[src/rtl/shram_pkg.sv]
package shram_pkg;
  typedef enum logic [1:0] {
    CMD_IDLE  = 2'b00,
    CMD_PROG  = 2'b01,
    CMD_BASIC = 2'b10,
    CMD_EEP   = 2'b11
  } shram_cmd_e;
endpackage

[src/rtl/shram_fill_seq.sv]
module shram_fill_seq #(
  parameter int DEPTH = 16,
  parameter int DW    = 32,
  parameter int AW    = (DEPTH > 1) ? $clog2(DEPTH) : 1
) (
  input  logic          clk_i,
  input  logic          rst_ni,
  input  logic          start_i,
  output logic          done_o,
  output logic          we_o,
  output logic [AW-1:0] addr_o,
  output logic [DW-1:0] wdata_o
);
  localparam logic [AW-1:0] LAST = AW'(DEPTH - 1);

  logic          active_q;
  logic [AW-1:0] cnt_q;

  always_ff @(posedge clk_i or negedge rst_ni) begin
    if (!rst_ni) begin
      active_q <= 1'b0;
      cnt_q    <= '0;
    end else if (start_i) begin
      active_q <= 1'b1;
      cnt_q    <= '0;
    end else if (active_q) begin
      if (cnt_q == LAST) begin
        active_q <= 1'b0;
        cnt_q    <= '0;
      end else begin
        cnt_q <= cnt_q + 1'b1;
      end
    end
  end

  assign done_o  = active_q && (cnt_q == LAST);
  assign we_o    = active_q;
  assign addr_o  = cnt_q;
  assign wdata_o = '1;

  AST_FILL_STEP: assert property (@(posedge clk_i) disable iff (!rst_ni)
    active_q && !done_o |=> active_q && cnt_q == $past(cnt_q) + 1'b1);
  AST_FILL_NO_RESTART: assert property (@(posedge clk_i) disable iff (!rst_ni)
    start_i |-> !active_q);
endmodule

[src/rtl/shram_eep_loader.sv]
module shram_eep_loader (
  input  logic clk_i,
  input  logic rst_ni,
  input  logic start_i,
  input  logic ack_i,
  output logic req_o,
  output logic done_o
);
  logic req_q;

  always_ff @(posedge clk_i or negedge rst_ni) begin
    if (!rst_ni)             req_q <= 1'b0;
    else if (start_i)        req_q <= 1'b1;
    else if (req_q && ack_i) req_q <= 1'b0;
  end

  assign req_o  = req_q;
  assign done_o = req_q && ack_i;

  AST_REQ_HOLD: assert property (@(posedge clk_i) disable iff (!rst_ni)
    req_q && !ack_i |=> req_q);
  AST_REQ_DROP: assert property (@(posedge clk_i) disable iff (!rst_ni)
    req_q && ack_i && !start_i |=> !req_q);
endmodule

[src/rtl/shram_eep_gate.sv]
module shram_eep_gate (
  input  logic req_i,
  input  logic eep_mode_i,
  input  logic prog_mode_i,
  output logic gnt_o,
  output logic err_o
);
  always_comb begin
    gnt_o = req_i && eep_mode_i && !prog_mode_i;
    err_o = req_i && prog_mode_i;
  end
endmodule

[src/rtl/shram_mode_ctrl.sv]
module shram_mode_ctrl
  import shram_pkg::*;
#(
  parameter int DEPTH = 16,
  parameter int DW    = 32,
  parameter int AW    = (DEPTH > 1) ? $clog2(DEPTH) : 1
) (
  input  logic          clk_i,
  input  logic          rst_ni,
  input  logic          load_opt_i,
  input  logic          cmd_wr_i,
  input  logic [1:0]    cmd_wdata_i,
  output logic [1:0]    cmd_o,
  output logic          basic_rdy_o,
  output logic          eep_rdy_o,
  output logic          prog_rdy_o,
  output logic          cfg_err_o,
  output logic          bank1_req_o,
  output logic          bank1_busy_o,
  input  logic          bank1_ack_i,
  output logic          ram_we_o,
  output logic [AW-1:0] ram_addr_o,
  output logic [DW-1:0] ram_wdata_o,
  input  logic          eep_req_i,
  output logic          eep_gnt_o,
  output logic          eep_err_o
);
  logic       boot_q;
  shram_cmd_e cmd_q;
  logic       basic_rdy_q, eep_rdy_q, prog_rdy_q, cfg_err_q;

  shram_cmd_e sw_code, start_code;
  logic busy, boot_go, same_mode, sw_try, sw_ok, sw_bad, start;
  logic fill_start, load_start, basic_done, fill_done, load_done, done_any;

  always_comb begin
    busy       = (cmd_q != CMD_IDLE);
    boot_go    = boot_q && load_opt_i;
    sw_code    = shram_cmd_e'(cmd_wdata_i);
    same_mode  = (sw_code == CMD_BASIC && basic_rdy_q) ||
                 (sw_code == CMD_EEP   && eep_rdy_q)   ||
                 (sw_code == CMD_PROG  && prog_rdy_q);
    // boot cycle owns the field; busy field ignores writes
    sw_try     = cmd_wr_i && !boot_q && !busy && (sw_code != CMD_IDLE);
    sw_ok      = sw_try && !same_mode;
    sw_bad     = sw_try && same_mode;
    start      = boot_go || sw_ok;
    start_code = boot_go ? CMD_EEP : sw_code;
    fill_start = start && (start_code == CMD_PROG);
    load_start = start && (start_code == CMD_EEP);
    basic_done = (cmd_q == CMD_BASIC);
    done_any   = basic_done || fill_done || load_done;
  end

  always_ff @(posedge clk_i or negedge rst_ni) begin
    if (!rst_ni) begin
      boot_q      <= 1'b1;
      cmd_q       <= CMD_IDLE;
      basic_rdy_q <= 1'b0;
      eep_rdy_q   <= 1'b0;
      prog_rdy_q  <= 1'b0;
      cfg_err_q   <= 1'b0;
    end else begin
      boot_q <= 1'b0;
      if (start) begin
        cmd_q       <= start_code;
        basic_rdy_q <= 1'b0;
        eep_rdy_q   <= 1'b0;
        prog_rdy_q  <= 1'b0;
      end else if (done_any) begin
        cmd_q       <= CMD_IDLE;
        basic_rdy_q <= basic_done;
        eep_rdy_q   <= load_done;
        prog_rdy_q  <= fill_done;
      end
      if (sw_bad) cfg_err_q <= 1'b1;
    end
  end

  shram_fill_seq #(.DEPTH(DEPTH), .DW(DW), .AW(AW)) u_fill (
    .clk_i   (clk_i),
    .rst_ni  (rst_ni),
    .start_i (fill_start),
    .done_o  (fill_done),
    .we_o    (ram_we_o),
    .addr_o  (ram_addr_o),
    .wdata_o (ram_wdata_o)
  );

  shram_eep_loader u_load (
    .clk_i   (clk_i),
    .rst_ni  (rst_ni),
    .start_i (load_start),
    .ack_i   (bank1_ack_i),
    .req_o   (bank1_req_o),
    .done_o  (load_done)
  );

  shram_eep_gate u_gate (
    .req_i       (eep_req_i),
    .eep_mode_i  (eep_rdy_q),
    .prog_mode_i (prog_rdy_q || cmd_q == CMD_PROG),
    .gnt_o       (eep_gnt_o),
    .err_o       (eep_err_o)
  );

  assign cmd_o        = cmd_q;
  assign basic_rdy_o  = basic_rdy_q;
  assign eep_rdy_o    = eep_rdy_q;
  assign prog_rdy_o   = prog_rdy_q;
  assign cfg_err_o    = cfg_err_q;
  assign bank1_busy_o = (cmd_q == CMD_EEP);

  AST_RDY_ONEHOT: assert property (@(posedge clk_i) disable iff (!rst_ni)
    $onehot0({basic_rdy_q, eep_rdy_q, prog_rdy_q}));
  AST_ACCEPT_DROP: assert property (@(posedge clk_i) disable iff (!rst_ni)
    start |=> !basic_rdy_q && !eep_rdy_q && !prog_rdy_q);
  AST_CMD_HOLD: assert property (@(posedge clk_i) disable iff (!rst_ni)
    busy && !done_any |=> cmd_q == $past(cmd_q));
  AST_BUSY_WR_IGN: assert property (@(posedge clk_i) disable iff (!rst_ni)
    cmd_wr_i && busy && !cfg_err_q |=> !cfg_err_q);
  AST_ILLEGAL_KEEP: assert property (@(posedge clk_i) disable iff (!rst_ni)
    sw_bad |=> cmd_q == CMD_IDLE && $stable({basic_rdy_q, eep_rdy_q, prog_rdy_q}));
  AST_ERR_STICKY: assert property (@(posedge clk_i) disable iff (!rst_ni)
    cfg_err_q |=> cfg_err_q);
  AST_PROG_NO_GNT: assert property (@(posedge clk_i) disable iff (!rst_ni)
    prog_rdy_q |-> !eep_gnt_o);
  AST_BUSY_MATCH: assert property (@(posedge clk_i) disable iff (!rst_ni)
    bank1_req_o |-> bank1_busy_o);
endmodule

[config.mk]
export PLATFORM = sky130hd
export DESIGN_NAME = shram_mode_ctrl
export DESIGN_NICKNAME = d
export VERILOG_FILES = /design/src/rtl/shram_pkg.sv /design/src/rtl/shram_fill_seq.sv /design/src/rtl/shram_eep_loader.sv /design/src/rtl/shram_eep_gate.sv /design/src/rtl/shram_mode_ctrl.sv
export SDC_FILE = /design/constraint.sdc
export NUM_CORES = 1
export LEC_CHECK = 0
export BUFFER_PORTS_ARGS = -buffer_cell sky130_fd_sc_hd__buf_2
export CAP_MARGIN = 20
export CELL_PAD_IN_SITES_DETAIL_PLACEMENT = 2
export CELL_PAD_IN_SITES_GLOBAL_PLACEMENT = 2
export CORE_UTILIZATION = 25
export DETAILED_ROUTE_END_ITERATION = 8
export PLACE_DENSITY_LB_ADDON = 0.1
export SYNTH_ARGS = -nofsm -noshare
export SYNTH_HDL_FRONTEND = slang
export SYNTH_SLANG_ARGS = --single-unit
[constraint.sdc]
create_clock -name clk_i -period 2.1 [get_ports clk_i]
set_input_delay 0.63 -clock clk_i [delete_from_list [all_inputs] [get_ports clk_i]]
set_output_delay 0.63 -clock clk_i [all_outputs]
set_load 0.05 [all_outputs]
==> impl_metrics.yaml <==
floorplanning:
  die_h_um: 63.3
  pin_count: 55
  die_width_um: 63.3
  design.core.area_um2: 3470
  num_rows: 21
  dieArea_um2: 4010
  initial_core_util_pct: 27.1
worst_setup_path:
  cp-end-kind: "output port"
  crit_type: "reg2out"
  arrival_ns: 1.33
  required_ns: 1.47
  critPathLaunchType: "register"
  cp_max_fo: 6
sta:
  hold_viol_final: 0
  clock.fmax_mhz: 510
  period_needed_ns: 1.96
  tns_ns: 0
  setup_viol: 0
  finalCritPeriodShare_pct: 93.4
  finalMaxSlewViolations: 0
  fin_worst_skew_ns: 0.00340
  rsz0062_at_grt: "no"
synth:
  synthDistinctLibCells: 32
  synth_area_per_cell_um2: 9.40
  synth-seq-cells: 13
  synth.yosys.warnings: 0
  synthesis.area_um2: 940
  syn_inst: 100
  ys_seq_area_share_pct: 34.8
final_layout:
  layout_commonest_cell: "conb_1"
  area_delta_synth_final_pct: 8.26
  layout_common_cells: "conb_1 (33), buf_2 (21), dfrtp_1 (11), nand2_1 (6), a21oi_1 (5)"
  insertedDiodeCount: 0
  final_layout_size_suffix_gt1_share_pct: 27.9
  final_nets: 132
grt:
  overflow: 0
  antenna_found_initial: 0
  grt.total_usage_pct: 11.4
  grt_max_degree: 14
  grt_pass1_wl_mm: 3.49
  grt_pass1_vias: 685
clocking:
  ctsRootBufferMaster: "clkbuf_8"
  cts_tree: "built"
  numCtsBuffers: 3
  post-cts-setup-buffers: 0
  clockBufferDepth: 2
  htreeDepth: 1
  clkSlewWorstSetupHoldPaths_ns: 0.06
  cts.sinks: 13
  clkLatencyLatePin_ns: 0.25
job:
  cap_violations: 0
routing:
  drt-pass1-iter-count: 4
  ant_nets: 0
  avgViaCountPerCell: 4.20
  finalWirelength_mm: 2.19
  drc: 0
  vias: 706
  post_drt_wl_per_cell_um: 13.0
  drt-initial-drc-count: 9
pwr:
  powerDensity_nw_per_um2: 1380
  power_uw: 1400
  power.leakage_uw: 0.000527
  vdd_drop_max_uv: 404
outcome:
  status: "completed"
placed_design:
  dp_hpwl_mm: 1.66
  portBuffers: 22
  place.gp.congestion: 0.731
hold_path:
  hp-class: "in2async"
Yosys cell counts:
master     n  area (um^2)
conb_1     2         7.51
xor2_1     1         8.76
nor4_2     3         37.5
nand4_1    1         6.26
ha_1       1         12.5
and2_1     1         6.26
dfrtp_1   12          300
dfstp_2    1         26.3
a32oi_1    2         17.5
nand3b_1   1         7.51
a21o_1     2         15.0
or3_1      1         6.26
nand2_1    6         22.5
clkbuf_1   1         3.75
o21ai_0    1         5.00
mux2i_1    3         30.0
and4_1     1         8.76
a311o_1    1         10.0
buf_2      1         5.00
and3_1     2         12.5
nor2_1     4         15.0
buf_6      1         11.3
a31oi_1    2         12.5
buf_4     32          240
nand2b_1   3         18.8
nor4b_4    1         23.8
nand3_1    1         5.00
o21ai_1    2         10.0
inv_1      3         11.3
a21oi_1    5         25.0
nor2b_1    1         6.26
and3_4     1         11.3
sequential cells by signal, indices dropped and copies added, names as in the netlist:
name           cells
u_fill.addr_o      4
u_fill.we_o        1
cmd_o              2
u_load.req_o       1
basic_rdy_o        1
boot_q             1
eep_rdy_o          1
cfg_err_o          1
prog_rdy_o         1
kinds of logic (layout without fill, tap and decap cells):
kind of cell    count (synthesis)  in the layout  share of synthesized area [%]
xor+xnor                        1              1                          0.932
mux                             3              3                           3.20
fa+ha+maj                       1              1                           1.33
compound gates                 15             15                           10.1
other cells                     2             33                          0.799
buf+inv                        38             29                           28.9
simple gates                   27             27                           20.0
flops                          13             13                           34.8
worst paths after layout:
path	endpoint	slack, ns	startpoint	cells past startpoint
setup / recovery	eep_gnt_o	0.14	cmd_o[0]	3
hold / removal	u_fill.addr_o[3]	0.27	rst_ni	1
setup reg to reg	cmd_o[1]	0.60	u_fill.addr_o[0]	3
hold reg to reg	cfg_err_o	0.46	cfg_err_o	1
max in group asynchronous	boot_q	1.53	rst_ni	1
min in group clk_i	cfg_err_o	0.46	cfg_err_o	1
what timing repair did:
| action | CTS | global route |
|---|---|---|
| endpoints found under the setup margin | 0 | 1 |
| hold buffers | 0 | 0 |
| gates resized for setup | 0 | 2 |
final cells by class:
class                           instances  area, um^2
Tap cell                               46        57.6
Inverter                                3        11.3
Fill cell                             426        2450
Sequential cell                        13         328
Multi-Input combinational cell         80         463
Timing Repair Buffer                   22         113
Clock buffer                            4        45.0
where the power goes:
| part | total [uW] | internal, uW | switching (uW) | leakage [uW] |
|---|---|---|---|---|
| clock network | 234 | 134 | 100 | 0.0000228 |
| registers | 437 | 328 | 109 | 0.000158 |
| logic | 728 | 162 | 565 | 0.000346 |
per-layer routing:
layer	global-route usage (%)	vias up	share of wire [%]
met5	0	-	0
met4	4.26	0	0
met3	2.54	0	6.0
met2	19.2	37	50
met1	14.2	347	44
li1	-	322	-
critical path, cell delays in order (launching register included):
cell	delay (ns)
dfrtp_1	0.45
a21oi_1	0.24
and3_1	0.18
clkbuf_4	0.22
per-stage QoR:
| step | cell area [um^2] | hold WS, ns | std cells | setup slack (ns) | utilization (%) |
|---|---|---|---|---|---|
| 2_1_floorplan | 1060 | 0.334 | 131 | -0.0356 | - |
| 3_3_place_gp | 968 | 0.439 | 164 | 0.349 | 27.9 |
| 3_5_place_dp | 968 | 0.451 | 164 | 0.317 | 27.9 |
| 4_1_cts | 1010 | 0.286 | 168 | 0.0343 | 29.2 |
| 5_1_grt | 1020 | 0.295 | 168 | 0.0488 | 29.3 |
| 6_report | 1020 | 0.274 | 168 | 0.138 | 29.3 |
Note: power is estimated with default switching activity, not from simulation.
